`src/rtl/ring_bypass_pkg.sv`:
```
package ring_bypass_pkg;

  typedef enum logic [1:0] {
    OWN_NONE    = 2'd0,
    OWN_TRANSIT = 2'd1,
    OWN_LOCAL   = 2'd2
  } out_owner_e;

  typedef enum logic {
    RT_FORWARD = 1'b0,
    RT_EJECT   = 1'b1
  } rx_route_e;

  localparam int N_STREAMS = 4;
  localparam int S_RIN  = 0;
  localparam int S_ROUT = 1;
  localparam int S_INJ  = 2;
  localparam int S_EJ   = 3;

endpackage

```
`src/rtl/rbs_pkt_track.sv`:
```
// Packet-boundary tracker for one valid/ready stream.
module rbs_pkt_track (
  input  logic clk,
  input  logic rst,
  input  logic fire,
  input  logic tail,
  output logic busy,
  output logic busy_d
);

  logic busy_q;

  // A non-tail flit leaves the stream mid-packet; a tail closes it.
  always_comb begin
    busy_d = busy_q;
    if (fire) busy_d = !tail;
  end

  always_ff @(posedge clk) begin
    if (rst) busy_q <= 1'b0;
    else     busy_q <= busy_d;
  end

  assign busy = busy_q;

endmodule

```
`src/rtl/rbs_rx_route.sv`:
```
// Decides eject or forward on the head flit and holds the choice to the tail.
module rbs_rx_route
  import ring_bypass_pkg::*;
#(
  parameter int NODE_W  = 3,
  parameter int NODE_ID = 0
) (
  input  logic              clk,
  input  logic              rst,
  input  logic              in_busy,
  input  logic              fire,
  input  logic [NODE_W-1:0] dest,
  output rx_route_e         route
);

  localparam logic [NODE_W-1:0] MY_ID = NODE_ID[NODE_W-1:0];

  rx_route_e route_q;
  rx_route_e head_route;

  assign head_route = (dest == MY_ID) ? RT_EJECT : RT_FORWARD;
  assign route      = in_busy ? route_q : head_route;

  always_ff @(posedge clk) begin
    if (rst)                    route_q <= RT_FORWARD;
    else if (fire && !in_busy)  route_q <= head_route;
  end

endmodule

```
`src/rtl/rbs_out_arb.sv`:
```
// Ring-output owner: transit first at a boundary, locked until tail.
module rbs_out_arb
  import ring_bypass_pkg::*;
(
  input  logic       clk,
  input  logic       rst,
  input  logic       en,
  input  logic       tr_req,
  input  logic       loc_req,
  input  logic       fire,
  input  logic       tail,
  output out_owner_e owner,
  output out_owner_e owner_nxt
);

  out_owner_e owner_q;

  always_comb begin
    if (!en)                      owner = OWN_NONE;
    else if (owner_q != OWN_NONE) owner = owner_q;
    else if (tr_req)              owner = OWN_TRANSIT;
    else if (loc_req)             owner = OWN_LOCAL;
    else                          owner = OWN_NONE;
  end

  always_comb begin
    if (!en || (fire && tail)) owner_nxt = OWN_NONE;
    else                       owner_nxt = owner;
  end

  always_ff @(posedge clk) begin
    if (rst) owner_q <= OWN_NONE;
    else     owner_q <= owner_nxt;
  end

endmodule

```
`src/rtl/ring_bypass_steer.sv`:
```
module ring_bypass_steer
  import ring_bypass_pkg::*;
#(
  parameter int NODE_W  = 3,
  parameter int DATA_W  = 8,
  parameter int NODE_ID = 0,
  localparam int FLIT_W = 2 + NODE_W + DATA_W
) (
  input  logic              clk,
  input  logic              rst,
  input  logic              dark_req,
  input  logic              rin_valid,
  input  logic [FLIT_W-1:0] rin_flit,
  output logic              rin_ready,
  output logic              rout_valid,
  output logic [FLIT_W-1:0] rout_flit,
  input  logic              rout_ready,
  input  logic              inj_valid,
  input  logic [FLIT_W-1:0] inj_flit,
  output logic              inj_ready,
  output logic              ej_valid,
  output logic [FLIT_W-1:0] ej_flit,
  input  logic              ej_ready,
  output logic              rtr_rin_valid,
  output logic [FLIT_W-1:0] rtr_rin_flit,
  input  logic              rtr_rin_ready,
  input  logic              rtr_rout_valid,
  input  logic [FLIT_W-1:0] rtr_rout_flit,
  output logic              rtr_rout_ready,
  output logic              rtr_inj_valid,
  output logic [FLIT_W-1:0] rtr_inj_flit,
  input  logic              rtr_inj_ready,
  input  logic              rtr_ej_valid,
  input  logic [FLIT_W-1:0] rtr_ej_flit,
  output logic              rtr_ej_ready
);

  localparam int TAIL_BIT = FLIT_W - 2;
  localparam int DEST_HI  = FLIT_W - 3;

  // 1 = steering mode (router dark), 0 = router mode.
  logic       mode_q;
  logic       quiet;
  rx_route_e  route;
  out_owner_e owner, owner_nxt;
  logic       tr_req;

  logic [N_STREAMS-1:0] s_fire, s_tail, s_busy, s_busy_d;

  assign s_fire[S_RIN]  = rin_valid  && rin_ready;
  assign s_fire[S_ROUT] = rout_valid && rout_ready;
  assign s_fire[S_INJ]  = inj_valid  && inj_ready;
  assign s_fire[S_EJ]   = ej_valid   && ej_ready;
  assign s_tail[S_RIN]  = rin_flit[TAIL_BIT];
  assign s_tail[S_ROUT] = rout_flit[TAIL_BIT];
  assign s_tail[S_INJ]  = inj_flit[TAIL_BIT];
  assign s_tail[S_EJ]   = ej_flit[TAIL_BIT];

  for (genvar g = 0; g < N_STREAMS; g++) begin : g_track
    rbs_pkt_track u_trk (
      .clk    (clk),
      .rst    (rst),
      .fire   (s_fire[g]),
      .tail   (s_tail[g]),
      .busy   (s_busy[g]),
      .busy_d (s_busy_d[g])
    );
  end

  rbs_rx_route #(.NODE_W(NODE_W), .NODE_ID(NODE_ID)) u_route (
    .clk     (clk),
    .rst     (rst),
    .in_busy (s_busy[S_RIN]),
    .fire    (s_fire[S_RIN]),
    .dest    (rin_flit[DEST_HI -: NODE_W]),
    .route   (route)
  );

  assign tr_req = rin_valid && (route == RT_FORWARD);

  rbs_out_arb u_arb (
    .clk       (clk),
    .rst       (rst),
    .en        (mode_q),
    .tr_req    (tr_req),
    .loc_req   (inj_valid),
    .fire      (s_fire[S_ROUT]),
    .tail      (s_tail[S_ROUT]),
    .owner     (owner),
    .owner_nxt (owner_nxt)
  );

  // Mode follows dark_req only at a boundary on every stream.
  assign quiet = (s_busy_d == '0) && (owner_nxt == OWN_NONE);

  always_ff @(posedge clk) begin
    if (rst)        mode_q <= 1'b0;
    else if (quiet) mode_q <= dark_req;
  end

  assign rtr_rin_flit = rin_flit;
  assign rtr_inj_flit = inj_flit;

  always_comb begin
    if (!mode_q) begin
      rtr_rin_valid  = rin_valid;
      rin_ready      = rtr_rin_ready;
      rout_valid     = rtr_rout_valid;
      rout_flit      = rtr_rout_flit;
      rtr_rout_ready = rout_ready;
      rtr_inj_valid  = inj_valid;
      inj_ready      = rtr_inj_ready;
      ej_valid       = rtr_ej_valid;
      ej_flit        = rtr_ej_flit;
      rtr_ej_ready   = ej_ready;
    end else begin
      rtr_rin_valid  = 1'b0;
      rtr_rout_ready = 1'b0;
      rtr_inj_valid  = 1'b0;
      rtr_ej_ready   = 1'b0;
      ej_valid       = rin_valid && (route == RT_EJECT);
      ej_flit        = rin_flit;
      rin_ready      = (route == RT_EJECT) ? ej_ready
                                           : ((owner == OWN_TRANSIT) && rout_ready);
      rout_valid     = (owner == OWN_TRANSIT) ? rin_valid
                     : (owner == OWN_LOCAL)   ? inj_valid : 1'b0;
      rout_flit      = (owner == OWN_LOCAL) ? inj_flit : rin_flit;
      inj_ready      = (owner == OWN_LOCAL) && rout_ready;
    end
  end

endmodule

```
`config.mk`:
```
export PLATFORM = sky130hd
export DESIGN_NAME = ring_bypass_steer
export DESIGN_NICKNAME = d
export VERILOG_FILES = /design/src/rtl/ring_bypass_pkg.sv /design/src/rtl/rbs_pkt_track.sv /design/src/rtl/rbs_rx_route.sv /design/src/rtl/rbs_out_arb.sv /design/src/rtl/ring_bypass_steer.sv
export SDC_FILE = /design/constraint.sdc
export NUM_CORES = 1
export LEC_CHECK = 0
export BUFFER_PORTS_ARGS = -buffer_cell sky130_fd_sc_hd__buf_2
export CAP_MARGIN = 25
export CORE_MARGIN = 2
export CORE_UTILIZATION = 37
export CTS_CLUSTER_DIAMETER = 120
export DETAILED_ROUTE_END_ITERATION = 8
export GPL_TIMING_DRIVEN = 0
export PLACE_DENSITY = 0.88
export SYNTH_ARGS = -nofsm -noshare
export SYNTH_HDL_FRONTEND = slang
export SYNTH_HIERARCHICAL = 1
export SYNTH_SLANG_ARGS = --single-unit
```
`constraint.sdc`:
```
create_clock -name clk -period 4 [get_ports clk]
set_clock_uncertainty 0.1 [all_clocks]
set_input_delay 0.4 -clock clk [delete_from_list [all_inputs] [get_ports clk]]
set_output_delay 0.4 -clock clk [all_outputs]
set_load 0.02 [all_outputs]
```
Word level (Yosys, flattened, before mapping)
Index checks and enable logic that the tools add are counted.
{"block": "word_totals", "ff_bits": 8, "out_inout_bits": 60, "elab_cells": 57}
{"block": "op_classes", "eq_ne": 2, "mux": 25, "n_bitwise": 1, "reduce_logical": 22}
{"operator": "$mux W13", "n": 3}
{"operator": "$mux W1", "n": 17}
{"operator": "$logic_and A1 B1 Y1", "n": 11}
{"operator": "$mux W2", "n": 5}
{"operator": "$logic_not A1 Y1", "n": 6}
{"operator": "$logic_not A4 Y1", "n": 1}
{"operator": "$logic_not A3 Y1", "n": 1}
{"operator": "$eq A2 B1 Y1 const B", "n": 1}
{"operator": "$eq A2 B2 Y1 const B", "n": 1}
{"operator": "$logic_not A2 Y1", "n": 1}
{"operator": "$reduce_bool A2 Y1", "n": 1}
{"operator": "$logic_or A1 B1 Y1", "n": 1}
{"operator": "$not A1 Y1", "n": 1}

Longest topological paths before layout
Gate-level depths: netlist (run 1).
{"block": "logic_depth", "word_depth": 18, "mapped_depth": 14, "ltp_nobuf": 13}

Modules after synthesis
The synthesis (run 1) kept the hierarchy.
{"module": "ring_bypass_steer", "n_inst": 1, "cells_per_inst": 116, "area_each_um2": 858.3}
{"module": "rbs_pkt_track", "n_inst": 4, "cells_per_inst": 5, "area_each_um2": 52.6}
{"module": "rbs_out_arb", "n_inst": 1, "cells_per_inst": 13, "area_each_um2": 120.1}
{"module": "rbs_rx_route", "n_inst": 1, "cells_per_inst": 8, "area_each_um2": 73.8}

Worst setup path before layout (run 1)
Ideal clock, no wire load.
{"block": "synth_path", "path_kind": "input-to-reg", "from": "input port rin_flit[9]", "to": "register mode_q", "arrival_ns": 3.244, "t_required_ns": 3.784, "path_slack_ns": 0.540, "cell_stages": 14, "path_buffers": 1, "cell_sequence": "or3_4 > o21ai_1 > nor2b_1 > or3b_4 > a21boi_1 > nand2b_4 > buf_8 > mux2i_1 > a21oi_1 > nand2b_1 > nand2_1 > nor4_1 > a21bo_1 > a21oi_1"}
{"element": "start: declaration", "line_no": "ring_bypass_steer.sv:13", "text": "input logic [FLIT_W-1:0] rin_flit,"}
{"element": "$logic_not A3 Y1", "line_no": "rbs_rx_route.sv:21", "text": "assign head_route = (dest == MY_ID) ? RT_EJECT : RT_FORWARD;"}
{"element": "$mux W1", "line_no": "rbs_rx_route.sv:21"}
{"element": "$mux W1", "line_no": "rbs_rx_route.sv:22", "text": "assign route = in_busy ? route_q : head_route;"}
{"element": "net route", "line_no": "ring_bypass_steer.sv:44", "text": "rx_route_e route;"}
{"element": "$not A1 Y1", "line_no": "ring_bypass_steer.sv:79", "text": "assign tr_req = rin_valid && (route == RT_FORWARD);"}
{"element": "$logic_and A1 B1 Y1", "line_no": "ring_bypass_steer.sv:79"}
{"element": "net tr_req", "line_no": "ring_bypass_steer.sv:46", "text": "logic tr_req;"}
{"element": "$mux W2", "line_no": "rbs_out_arb.sv:21", "text": "else if (tr_req) owner = OWN_TRANSIT;"}
{"element": "[2 not listed]"}
{"element": "net owner[1]", "line_no": "ring_bypass_steer.sv:45", "text": "out_owner_e owner, owner_nxt;"}
{"element": "[1 not listed]"}
{"element": "$mux W13", "line_no": "ring_bypass_steer.sv:127", "text": "rout_flit = (owner == OWN_LOCAL) ? inj_flit : rin_flit;"}
{"element": "$mux W13", "line_no": "ring_bypass_steer.sv:105", "text": "if (!mode_q) begin"}
{"element": "net rout_flit[11]", "line_no": "ring_bypass_steer.sv:16", "text": "output logic [FLIT_W-1:0] rout_flit,"}
{"element": "$logic_not A1 Y1", "line_no": "rbs_pkt_track.sv:16", "text": "if (fire) busy_d = !tail;"}
{"element": "$mux W1", "line_no": "rbs_pkt_track.sv:16"}
{"element": "net s_busy_d[1]", "line_no": "ring_bypass_steer.sv:48", "text": "logic [N_STREAMS-1:0] s_fire, s_tail, s_busy, s_busy_d;"}
{"element": "$logic_not A4 Y1", "line_no": "ring_bypass_steer.sv:94", "text": "assign quiet = (s_busy_d == '0) && (owner_nxt == OWN_NONE);"}
{"element": "$logic_and A1 B1 Y1", "line_no": "ring_bypass_steer.sv:94"}
{"element": "end signal: assignment", "line_no": "ring_bypass_steer.sv:98", "text": "else if (quiet) mode_q <= dark_req;"}
{"element": "end: declaration", "line_no": "ring_bypass_steer.sv:42", "text": "logic mode_q;"}
The timed path passes the listed nets, and every way through them passes these cells.
A chain may end at the register's enable or synchronous reset.

Worst setup path in the final report (run 1)
{"block": "layout_path", "from": "input port rin_flit[9]", "to": "register mode_q"}
{"element": "$logic_not A3 Y1 *", "line_no": "rbs_rx_route.sv:21"}
{"element": "$mux W1 *", "line_no": "rbs_rx_route.sv:21"}
{"element": "$mux W1 *", "line_no": "rbs_rx_route.sv:22"}
{"element": "net route", "line_no": "ring_bypass_steer.sv:44"}
{"element": "$not A1 Y1 *", "line_no": "ring_bypass_steer.sv:79"}
{"element": "$logic_and A1 B1 Y1 *", "line_no": "ring_bypass_steer.sv:79"}
{"element": "net tr_req", "line_no": "ring_bypass_steer.sv:46"}
{"element": "$mux W2 *", "line_no": "rbs_out_arb.sv:21"}
{"element": "[2 not listed]"}
{"element": "net owner[1]", "line_no": "ring_bypass_steer.sv:45"}
{"element": "[1 not listed]"}
{"element": "$mux W1", "line_no": "ring_bypass_steer.sv:126", "text": ": (owner == OWN_LOCAL) ? inj_valid : 1'b0;"}
{"element": "$mux W1", "line_no": "ring_bypass_steer.sv:125", "text": "rout_valid = (owner == OWN_TRANSIT) ? rin_valid"}
{"element": "$mux W1", "line_no": "ring_bypass_steer.sv:105"}
{"element": "$logic_and A1 B1 Y1", "line_no": "ring_bypass_steer.sv:51", "text": "assign s_fire[S_ROUT] = rout_valid && rout_ready;"}
{"element": "$mux W1 *", "line_no": "rbs_pkt_track.sv:16"}
{"element": "net s_busy_d[1]", "line_no": "ring_bypass_steer.sv:48"}
{"element": "$logic_not A4 Y1 *", "line_no": "ring_bypass_steer.sv:94"}
{"element": "$logic_and A1 B1 Y1 *", "line_no": "ring_bypass_steer.sv:94"}
The timed path passes the listed nets; every way through them passes the cells marked *.

==> flow_metrics.env, run 1 <==
export IMPL_cp_arrival_ps=3500
export IMPL_fin_area_mm2=0.00195
export IMPL_coreArea_mm2=0.00331
export IMPL_end_kind="flip-flop"
export IMPL_ys_warn_count=6
export IMPL_setup_tns_ps=0
export IMPL_die_w_um=62.4
export IMPL_clock_latency_ps=250
export IMPL_antenna_found_initial=0
export IMPL_dpl_cell_area_mm2=0.00193
export IMPL_yosysSeqAreaShare_pct=12.7
export IMPL_cts_buffer_depth=2
export IMPL_drive_above_1_share_pct=66.0
export IMPL_synthTopCellsByCount="buf_4, a21oi_1, nor2_1, mux2_2, mux2i_1"
export IMPL_synth_ff_latch_count=8
export IMPL_clkSinkCount=8
export IMPL_grt_max_degree=11
export IMPL_critPathMaxStageDelay_ps=400
export IMPL_required_ps=4030
export IMPL_synth_main_ff_cell="dfxtp_1"
export IMPL_n_fill_cell=312
export IMPL_syn_inst=157
export IMPL_synth_adder_area_share_pct=0
export IMPL_track_usage_pct=20.2
export IMPL_crit_top_cell="a21oi_1"
export IMPL_ctsResizeCount=0
export IMPL_max_freq_mhz=288
export IMPL_slew_viol_final=0
export IMPL_dpl_hpwl_um=3460
export IMPL_slowest_stage="or3b_4"
export IMPL_setup_worst_path_class="in -> reg"
export IMPL_die_area_mm2=0.00390
export IMPL_outcome="finished clean"
export IMPL_synth_xor_area_share_pct=0
export IMPL_ios=123
export IMPL_yosysTopAreaCell="buf_4"
export IMPL_fin_crit_ps=3470
export IMPL_p_leak_uw=0.00111
export IMPL_slew_headroom_pct=66.8
export IMPL_synth_most_common_cell="buf_4"
export IMPL_ant_nets=0
export IMPL_clk_pin_slew_ps=50
export IMPL_drc=0
export IMPL_async_flop_share_pct=0
export IMPL_firstDrtPassIters=4
export IMPL_setup_viol=0
export IMPL_synth_area_mm2=0.00126
export IMPL_period_share_pct=86.8
export IMPL_avgSynthCellArea_um2=8.04
export IMPL_syn_nets=220
export IMPL_crit_fanout=6
export IMPL_start_util_pct=38.1
export IMPL_seq_area_um2=160
export IMPL_synth_area_leaders="buf_4, dfxtp_1, mux2_2, mux2i_1, a21oi_1"
export IMPL_synth_top_family_by_area="simple AND/OR/NAND/NOR gates"
export IMPL_worstPathCellList="buf_2 -> or3_4 -> o21ai_1 -> nor2b_1 -> or3b_4 -> a21boi_1 -> nand2b_4 -> buf_8 -> mux2i_1 -> a21oi_1 -> nand2b_1 -> nand2_1 -> nor4_1 -> a21bo_1 -> a21oi_1"
export IMPL_avgRoutedWirePerCell_um=12.5
export IMPL_cts_tree="yes"
export IMPL_h_tree_depth=1
export IMPL_cts_buffers=3
export IMPL_row_count=21
export IMPL_powerDensity_mw_per_mm2=245
export IMPL_hold_path_class="in -> reg"
export IMPL_clockRootBuffer="clkbuf_4"
export IMPL_yosysUniqueCellTypes=34
export IMPL_synth_edf_count=0
export IMPL_io_buffers=122
export IMPL_rsz0062_at_grt="false"
export IMPL_grt_first_pass_wirelength_um=6400
export IMPL_holdWs_ps=314
export IMPL_via_per_inst=4.68
export IMPL_drtIter0Drc=66
export IMPL_gp_congestion=0.885
export IMPL_area_growth_pct=54.7
export IMPL_nets=347
export IMPL_total_power_uw=478
export IMPL_synth_compound_area_share_pct=17.4
export IMPL_startpoint_type="primary input"
export IMPL_multi_input_area_um2=820
export IMPL_gr_total_overflow=0
export IMPL_vias=1534
export IMPL_synthMuxAreaShare_pct=21.9
export IMPL_ir_worst_vdd_mv=0.0955
export IMPL_tightest_slew_ps=498
export IMPL_cts_hold_buf=0
export IMPL_cts_setup_buffers=0
export IMPL_cap_violations=0
export IMPL_hold_viol_final=0
export IMPL_grt_pass1_vias=1439
export IMPL_antenna_cells=0
export IMPL_totalWireLength_um=4100
export IMPL_yosys_area_share_simple_pct=25.6
export IMPL_synth_top_area_share_pct=16.7
export IMPL_die_y_um=62.4
-- power breakdown --
group          internal, µW  switching, µW  leakage (µW)
sequential             84.7           4.28     0.0000651
clock                  34.4           28.2     0.0000138
combinational           143            184       0.00103
total                   262            216       0.00111
-- flip-flops by register name (all words and copies together) (netlist names) --
register	flops
u_route/route_q	1
g_track.u_trk/busy	4
mode_q	1
u_arb/owner_q	2
-- metrics by stage --
step / util [%] / setup WS, ps / instances
after global routing: 59.0 / 340 / 328
final: 59.0 / 530 / 328
after global placement: 58.3 / 315 / 325
after detailed placement: 58.3 / 302 / 325
after floorplan: - / 540 / 157
after CTS: 59.0 / 531 / 328
-- final timing paths --
path,start,to,slack [ps],depth (start not counted)
min reg2reg,g_track[3].u_trk/busy$_SDFF_PP0_,g_track[3].u_trk/busy$_SDFF_PP0_,380,2
max reg2reg,g_track[0].u_trk/busy$_SDFF_PP0_,mode_q$_SDFFE_PP0P_,780,14
max,rin_flit[9],mode_q$_SDFFE_PP0P_,530,15
min,dark_req,mode_q$_SDFFE_PP0P_,310,3
-- worst max-delay path: cells and delay by family --
kind | cells | cell delay, ps
AO/OA/AOI/OAI | 5 | 1080
buffers and inverters | 2 | 260
multiplexers | 1 | 120
AND/OR/NAND/NOR | 7 | 1650
-- metal layers --
layer	up-vias	routed length [µm]	global-route usage (%)
met2	83	2120	37.9
met1	676	1610	22.3
met5	-	0	0
li1	769	-	-
met4	0	63	8.06
met3	6	308	3.42
-- placed cells by master, fill, tap and decap left out, types with 2 or more instances in the layout --
| cell | n |
|---|---|
| nand2b_4 | 5 |
| nor2_1 | 15 |
| o21ai_1 | 2 |
| clkbuf_4 | 3 |
| buf_4 | 28 |
| and2_1 | 4 |
| inv_1 | 5 |
| nand2b_1 | 6 |
| dfxtp_1 | 8 |
| a21oi_2 | 4 |
| nand2_1 | 8 |
| mux2_2 | 13 |
| buf_2 | 125 |
| a21boi_1 | 2 |
| nor2b_1 | 6 |
| mux2i_1 | 13 |
| nand3_1 | 2 |
| a21oi_1 | 16 |
-- layout make-up --
cell class / instances / area share (%)
Clock buffer: 3 / 1.15
Inverter: 5 / 0.961
Timing Repair Buffer: 122 / 31.3
Buffer: 34 / 13.5
Tap cell: 46 / 2.95
Multi-Input combinational cell: 110 / 42.0
Sequential cell: 8 / 8.20
-- cells by family (layout without fill, tap and decap cells) --
family	after synthesis	count (layout)
muxes	26	26
buffers and inverters	39	164
AOI/OAI and AO/OA	32	32
and+or+nand+nor	52	52
DFF	8	8
Note: power is estimated with default switching activity, not from simulation.
==> run 2, diff against run 1 <==
--- a/config.mk
+++ b/config.mk
@@ -7,12 +7,12 @@
 export LEC_CHECK = 0
 export BUFFER_PORTS_ARGS = -buffer_cell sky130_fd_sc_hd__buf_2
 export CAP_MARGIN = 25
-export CORE_MARGIN = 2
 export CORE_UTILIZATION = 37
 export CTS_CLUSTER_DIAMETER = 120
 export DETAILED_ROUTE_END_ITERATION = 8
 export GPL_TIMING_DRIVEN = 0
 export PLACE_DENSITY = 0.88
+export REMOVE_ABC_BUFFERS = 1
 export SYNTH_ARGS = -nofsm -noshare
 export SYNTH_HDL_FRONTEND = slang
 export SYNTH_HIERARCHICAL = 1
==> run 2 against run 1 <==
Against the previous run: via count is 11% lower; combinational power is 17% lower; global-route usage is 1.6 points lower; worst setup slack better by 7.8 ps; fmax is 0.23% higher; cell area is 14% lower; critical path depth is 1 lower; register-to-register slack hardly changed; critical path type unchanged; largest power group unchanged; highest routed layer unchanged.
==> flow_metrics.env, run 2 (same netlist as run 1, synthesis figures left out) <==
export IMPL_avgRoutedWirePerCell_um=12.2
export IMPL_dpl_hpwl_um=2970
export IMPL_dpl_cell_area_mm2=0.00167
export IMPL_max_freq_mhz=289
export IMPL_cap_violations=0
export IMPL_cts_setup_buffers=0
export IMPL_cp_arrival_ps=3500
export IMPL_p_seq_share_pct=24.4
export IMPL_h_tree_depth=1
export IMPL_drive_above_1_share_pct=62.1
export IMPL_end_kind="flip-flop"
export IMPL_area_growth_pct=33.7
export IMPL_outcome="finished clean"
export IMPL_die_area_mm2=0.00365
export IMPL_via_per_inst=4.69
export IMPL_p_sw_uw=206
export IMPL_clkSinkCount=8
export IMPL_period_share_pct=86.6
export IMPL_die_y_um=60.4
export IMPL_ctsResizeCount=0
export IMPL_rsz0062_at_grt="false"
export IMPL_p_sw_share_pct=46.5
export IMPL_grt_pass1_vias=1150
export IMPL_fin_area_mm2=0.00169
export IMPL_powerDensity_mw_per_mm2=263
export IMPL_internal_power_uw=238
export IMPL_combPwrFrac_pct=61.4
export IMPL_drc=0
export IMPL_n_fill_cell=321
export IMPL_placedCellCount=289
export IMPL_largest_register_ffs=4
export IMPL_holdPathStages=3
export IMPL_use_met3_pct=1.92
export IMPL_totalWireLength_um=3570
export IMPL_cts_hold_buf=0
export IMPL_clockRootBuffer="clkbuf_4"
export IMPL_startpoint_type="primary input"
export IMPL_fin_crit_ps=3460
export IMPL_ant_nets=0
export IMPL_clock_latency_ps=250
export IMPL_hold_start="dark_req"
export IMPL_slew_headroom_pct=35.0
export IMPL_ios=123
export IMPL_reg2reg_to="mode_q$_SDFFE_PP0P_"
export IMPL_grt_first_pass_wirelength_um=5160
export IMPL_ir_worst_vdd_mv=0.119
export IMPL_slew_viol_final=0
export IMPL_track_usage_pct=18.6
export IMPL_cts_tree="yes"
export IMPL_start_util_pct=40.0
export IMPL_grt_use_met2_pct=35.8
export IMPL_coreArea_mm2=0.00315
export IMPL_r2r_start="g_track[0].u_trk/busy$_SDFF_PP0_"
export IMPL_vias=1369
export IMPL_firstDrtPassIters=4
export IMPL_cts_buffers=3
export IMPL_hold_path_class="in -> reg"
export IMPL_grt_busiest_layer="met2"
export IMPL_use_met1_pct=21.2
export IMPL_r2r_slack_ps=780
export IMPL_grt_max_degree=57
export IMPL_setup_worst_path_class="in -> reg"
export IMPL_antenna_found_initial=0
export IMPL_clk_pin_slew_ps=60
export IMPL_mostFrequentLayoutCells="buf_2, a21oi_1, nor2_1"
export IMPL_holdPathEnd="mode_q$_SDFFE_PP0P_"
export IMPL_gp_congestion=0.723
export IMPL_setup_tns_ps=0
export IMPL_antenna_cells=0
export IMPL_nets=313
export IMPL_total_power_uw=444
export IMPL_setup_viol=0
export IMPL_gr_total_overflow=0
export IMPL_hold_viol_final=0
export IMPL_crit_fanout=15
export IMPL_p_clk_share_pct=14.2
export IMPL_rr_worst_depth=13
export IMPL_cts_buffer_depth=2
export IMPL_tightest_slew_ps=975
export IMPL_row_count=20
export IMPL_die_w_um=60.4
export IMPL_required_ps=4030
export IMPL_io_buffers=122
export IMPL_fin_cells=292
export IMPL_final_common_cell="buf_2"
export IMPL_p_leak_uw=0.000939
export IMPL_drtIter0Drc=28
## run 2: layout make-up
class / count / area (µm²) / share of cell area [%]
Tap cell: 44 / 55.1 / 3.26
Timing Repair Buffer: 122 / 611 / 36.2
Inverter: 5 / 18.8 / 1.11
Clock buffer: 3 / 22.5 / 1.33
Multi-Input combinational cell: 110 / 820 / 48.6
Sequential cell: 8 / 161 / 9.56
## run 2: routing by layer
layer / up-vias / share of wire, % / routed length [µm]
met5: - / 0 / 0
met4: 0 / 0.50 / 18
met3: 4 / 6.8 / 241
met2: 69 / 53 / 1880
met1: 596 / 40 / 1430
li1: 700 / - / -
## run 2: worst max path at each step
stage	from	endpoint	slack [ps]	depth (start not counted)
global route	rin_flit[9]	mode_q$_SDFFE_PP0P_	300	14
detailed placement	rin_flit[9]	mode_q$_SDFFE_PP0P_	230	14
finish	rin_flit[9]	mode_q$_SDFFE_PP0P_	540	14
global placement	mode_q$_SDFFE_PP0P_	mode_q$_SDFFE_PP0P_	300	9
CTS	rin_flit[9]	mode_q$_SDFFE_PP0P_	510	14
floorplan	rin_flit[9]	mode_q$_SDFFE_PP0P_	500	13
## run 2: per-stage QoR
step	hold WS (ps)	worst slack, ps	util (%)
6_report	296	538	53.5
2_1_floorplan	358	498	-
3_5_place_dp	372	232	52.8
4_1_cts	291	508	53.5
5_1_grt	296	300	53.5
3_3_place_gp	368	301	52.8
## run 2: power groups by stage
stage	Clock (µW)	Combinational, µW	Sequential, µW
detailed placement	0	273	110
CTS	66.2	274	108
floorplan	0	153	104
global placement	0	271	110
finish	63.0	273	109
global route	67.9	293	111
## run 2: worst max-delay path: stages
cell	delay (ps)
buf_2	120
or3_4	390
o21ai_1	240
nor2b_1	100
or3b_4	400
a21boi_1	320
nand2b_4	240
mux2i_1	170
a21oi_1	230
nand2b_1	170
nand2_1	60
nor4_1	420
a21bo_1	170
a21oi_1	60
==> run 3, diff against run 2 <==
--- a/config.mk
+++ b/config.mk
@@ -7,11 +7,12 @@
 export LEC_CHECK = 0
 export BUFFER_PORTS_ARGS = -buffer_cell sky130_fd_sc_hd__buf_2
 export CAP_MARGIN = 25
-export CORE_UTILIZATION = 37
+export CORE_UTILIZATION = 38
+export CTS_BUF_LIST = sky130_fd_sc_hd__clkbuf_4 sky130_fd_sc_hd__clkbuf_8
 export CTS_CLUSTER_DIAMETER = 120
 export DETAILED_ROUTE_END_ITERATION = 8
 export GPL_TIMING_DRIVEN = 0
-export PLACE_DENSITY = 0.88
+export PLACE_DENSITY = 0.9
 export REMOVE_ABC_BUFFERS = 1
 export SYNTH_ARGS = -nofsm -noshare
 export SYNTH_HDL_FRONTEND = slang
==> run 3 against run 2 <==
Against the previous run: clock power grew 5.4%; worst setup slack lost 45 ps; global-route usage grew 1.3 points; die area shrank 2.5%; fmax shrank 1.3%; total power grew 0.78%; via count grew 2.6%.
==> flow_metrics.env, run 3 (same netlist as run 1, synthesis figures left out) <==
export IMPL_place_ws_ps=198
export IMPL_period_share_pct=87.7
export IMPL_cts_tree="yes"
export IMPL_drive_above_1_share_pct=62.1
export IMPL_totalWireLength_um=3600
export IMPL_max_freq_mhz=285
export IMPL_p_leak_uw=0.000939
export IMPL_nets=313
export IMPL_setup_worst_path_class="in -> reg"
export IMPL_clockRootBuffer="clkbuf_4"
export IMPL_required_ps=4050
export IMPL_gr_total_overflow=0
export IMPL_mostFrequentLayoutCells="buf_2, a21oi_1, nor2_1"
export IMPL_track_usage_pct=19.9
export IMPL_io_buffers=122
export IMPL_hold_start="dark_req"
export IMPL_start_util_pct=40.7
export IMPL_cts_setup_buffers=0
export IMPL_setup_viol=0
export IMPL_met2_length_um=1840
export IMPL_cp_arrival_ps=3560
export IMPL_grt_pass1_vias=1294
export IMPL_dpl_cell_area_mm2=0.00167
export IMPL_setup_tns_ps=0
export IMPL_grt_first_pass_wirelength_um=5410
export IMPL_antenna_found_initial=0
export IMPL_cap_violations=0
export IMPL_r2r_start="g_track[0].u_trk/busy$_SDFF_PP0_"
export IMPL_fin_area_mm2=0.00169
export IMPL_rsz0062_at_grt="false"
export IMPL_drc=0
export IMPL_die_area_mm2=0.00356
export IMPL_postLayoutSetupSlackWorst_ps=493
export IMPL_die_y_um=59.6
export IMPL_via_per_inst=4.81
export IMPL_final_common_cell="buf_2"
export IMPL_coreArea_mm2=0.00310
export IMPL_hold_viol_final=0
export IMPL_clkSinkCount=8
export IMPL_startpoint_type="primary input"
export IMPL_dpl_hpwl_um=2920
export IMPL_crit_fanout=15
export IMPL_fin_crit_ps=3510
export IMPL_ant_nets=0
export IMPL_powerDensity_mw_per_mm2=265
export IMPL_cts_hold_buf=0
export IMPL_clk_pin_slew_ps=60
export IMPL_slew_headroom_pct=33.9
export IMPL_h_tree_depth=1
export IMPL_ios=123
export IMPL_avgRoutedWirePerCell_um=12.3
export IMPL_area_growth_pct=33.7
export IMPL_critical_path_startpoint="rin_flit[9]"
export IMPL_cts_buffer_depth=2
export IMPL_drtIter0Drc=25
export IMPL_end_kind="flip-flop"
export IMPL_clock_latency_ps=270
export IMPL_fin_cells=292
export IMPL_die_w_um=59.6
export IMPL_slew_viol_final=0
export IMPL_firstDrtPassIters=4
export IMPL_placedCellCount=289
export IMPL_route_met3_wl_um=341
export IMPL_top_layer_used="met4"
export IMPL_cts_buffers=3
export IMPL_antenna_cells=0
export IMPL_grt_max_degree=57
export IMPL_largest_register_ffs=4
export IMPL_vias=1405
export IMPL_ir_worst_vdd_mv=0.111
export IMPL_row_count=20
export IMPL_outcome="finished clean"
export IMPL_hold_path_class="in -> reg"
export IMPL_tightest_slew_ps=992
export IMPL_route_layer_met1_wl_um=1350
export IMPL_gp_congestion=0.818
export IMPL_ctsResizeCount=0
==> run 3: cell counts in the layout (fill, tap and decap cells not counted) <==
Identical to the previous run, type by type.
==> run 3: area by class of cell <==
type | instances | area [µm²]
inverters | 5 | 18.8
fillers | 315 | 1420
multi-input cells | 110 | 820
repair buffers | 122 | 611
clock buffers | 3 | 22.5
flip-flops and latches | 8 | 161
well taps | 44 | 55.1
==> run 3: worst max-delay path, cell delays in order <==
cell and delay (ps):
buf_2 120, or3_4 390, o21ai_1 260, nor2b_1 120, or3b_4 410, a21boi_1 310, nand2b_4 250, mux2i_1 180
a21oi_1 220, nand2b_1 180, nand2_1 70, nor4_1 430, a21bo_1 170, a21oi_1 50
==> run 3: stage by stage <==
step           total power [µW]  utilization, %  hold WS, ps
2_1_floorplan               258               -          358
3_3_place_gp                380            53.6          368
3_5_place_dp                383            53.7          376
4_1_cts                     451            54.4          276
5_1_grt                     476            54.4          316
6_report                    448            54.4          275
==> run 3: power breakdown <==
part	switching, µW	total (µW)	internal (µW)
Combinational	154	272	118
Sequential	24.0	109	85.0
Clock	31.8	66.4	34.6
==> run 3: routing by layer <==
layer	vias up	GRT usage, %
li1	695	-
met1	628	19.0
met2	76	38.7
met3	6	5.46
met4	0	8.97
met5	-	0
==> run 3: worst paths after layout <==
check,end,slack [ps],cells past startpoint
max,mode_q$_SDFFE_PP0P_,490,14
min,mode_q$_SDFFE_PP0P_,280,3
max reg2reg,mode_q$_SDFFE_PP0P_,720,13
min reg2reg,g_track[3].u_trk/busy$_SDFF_PP0_,380,2
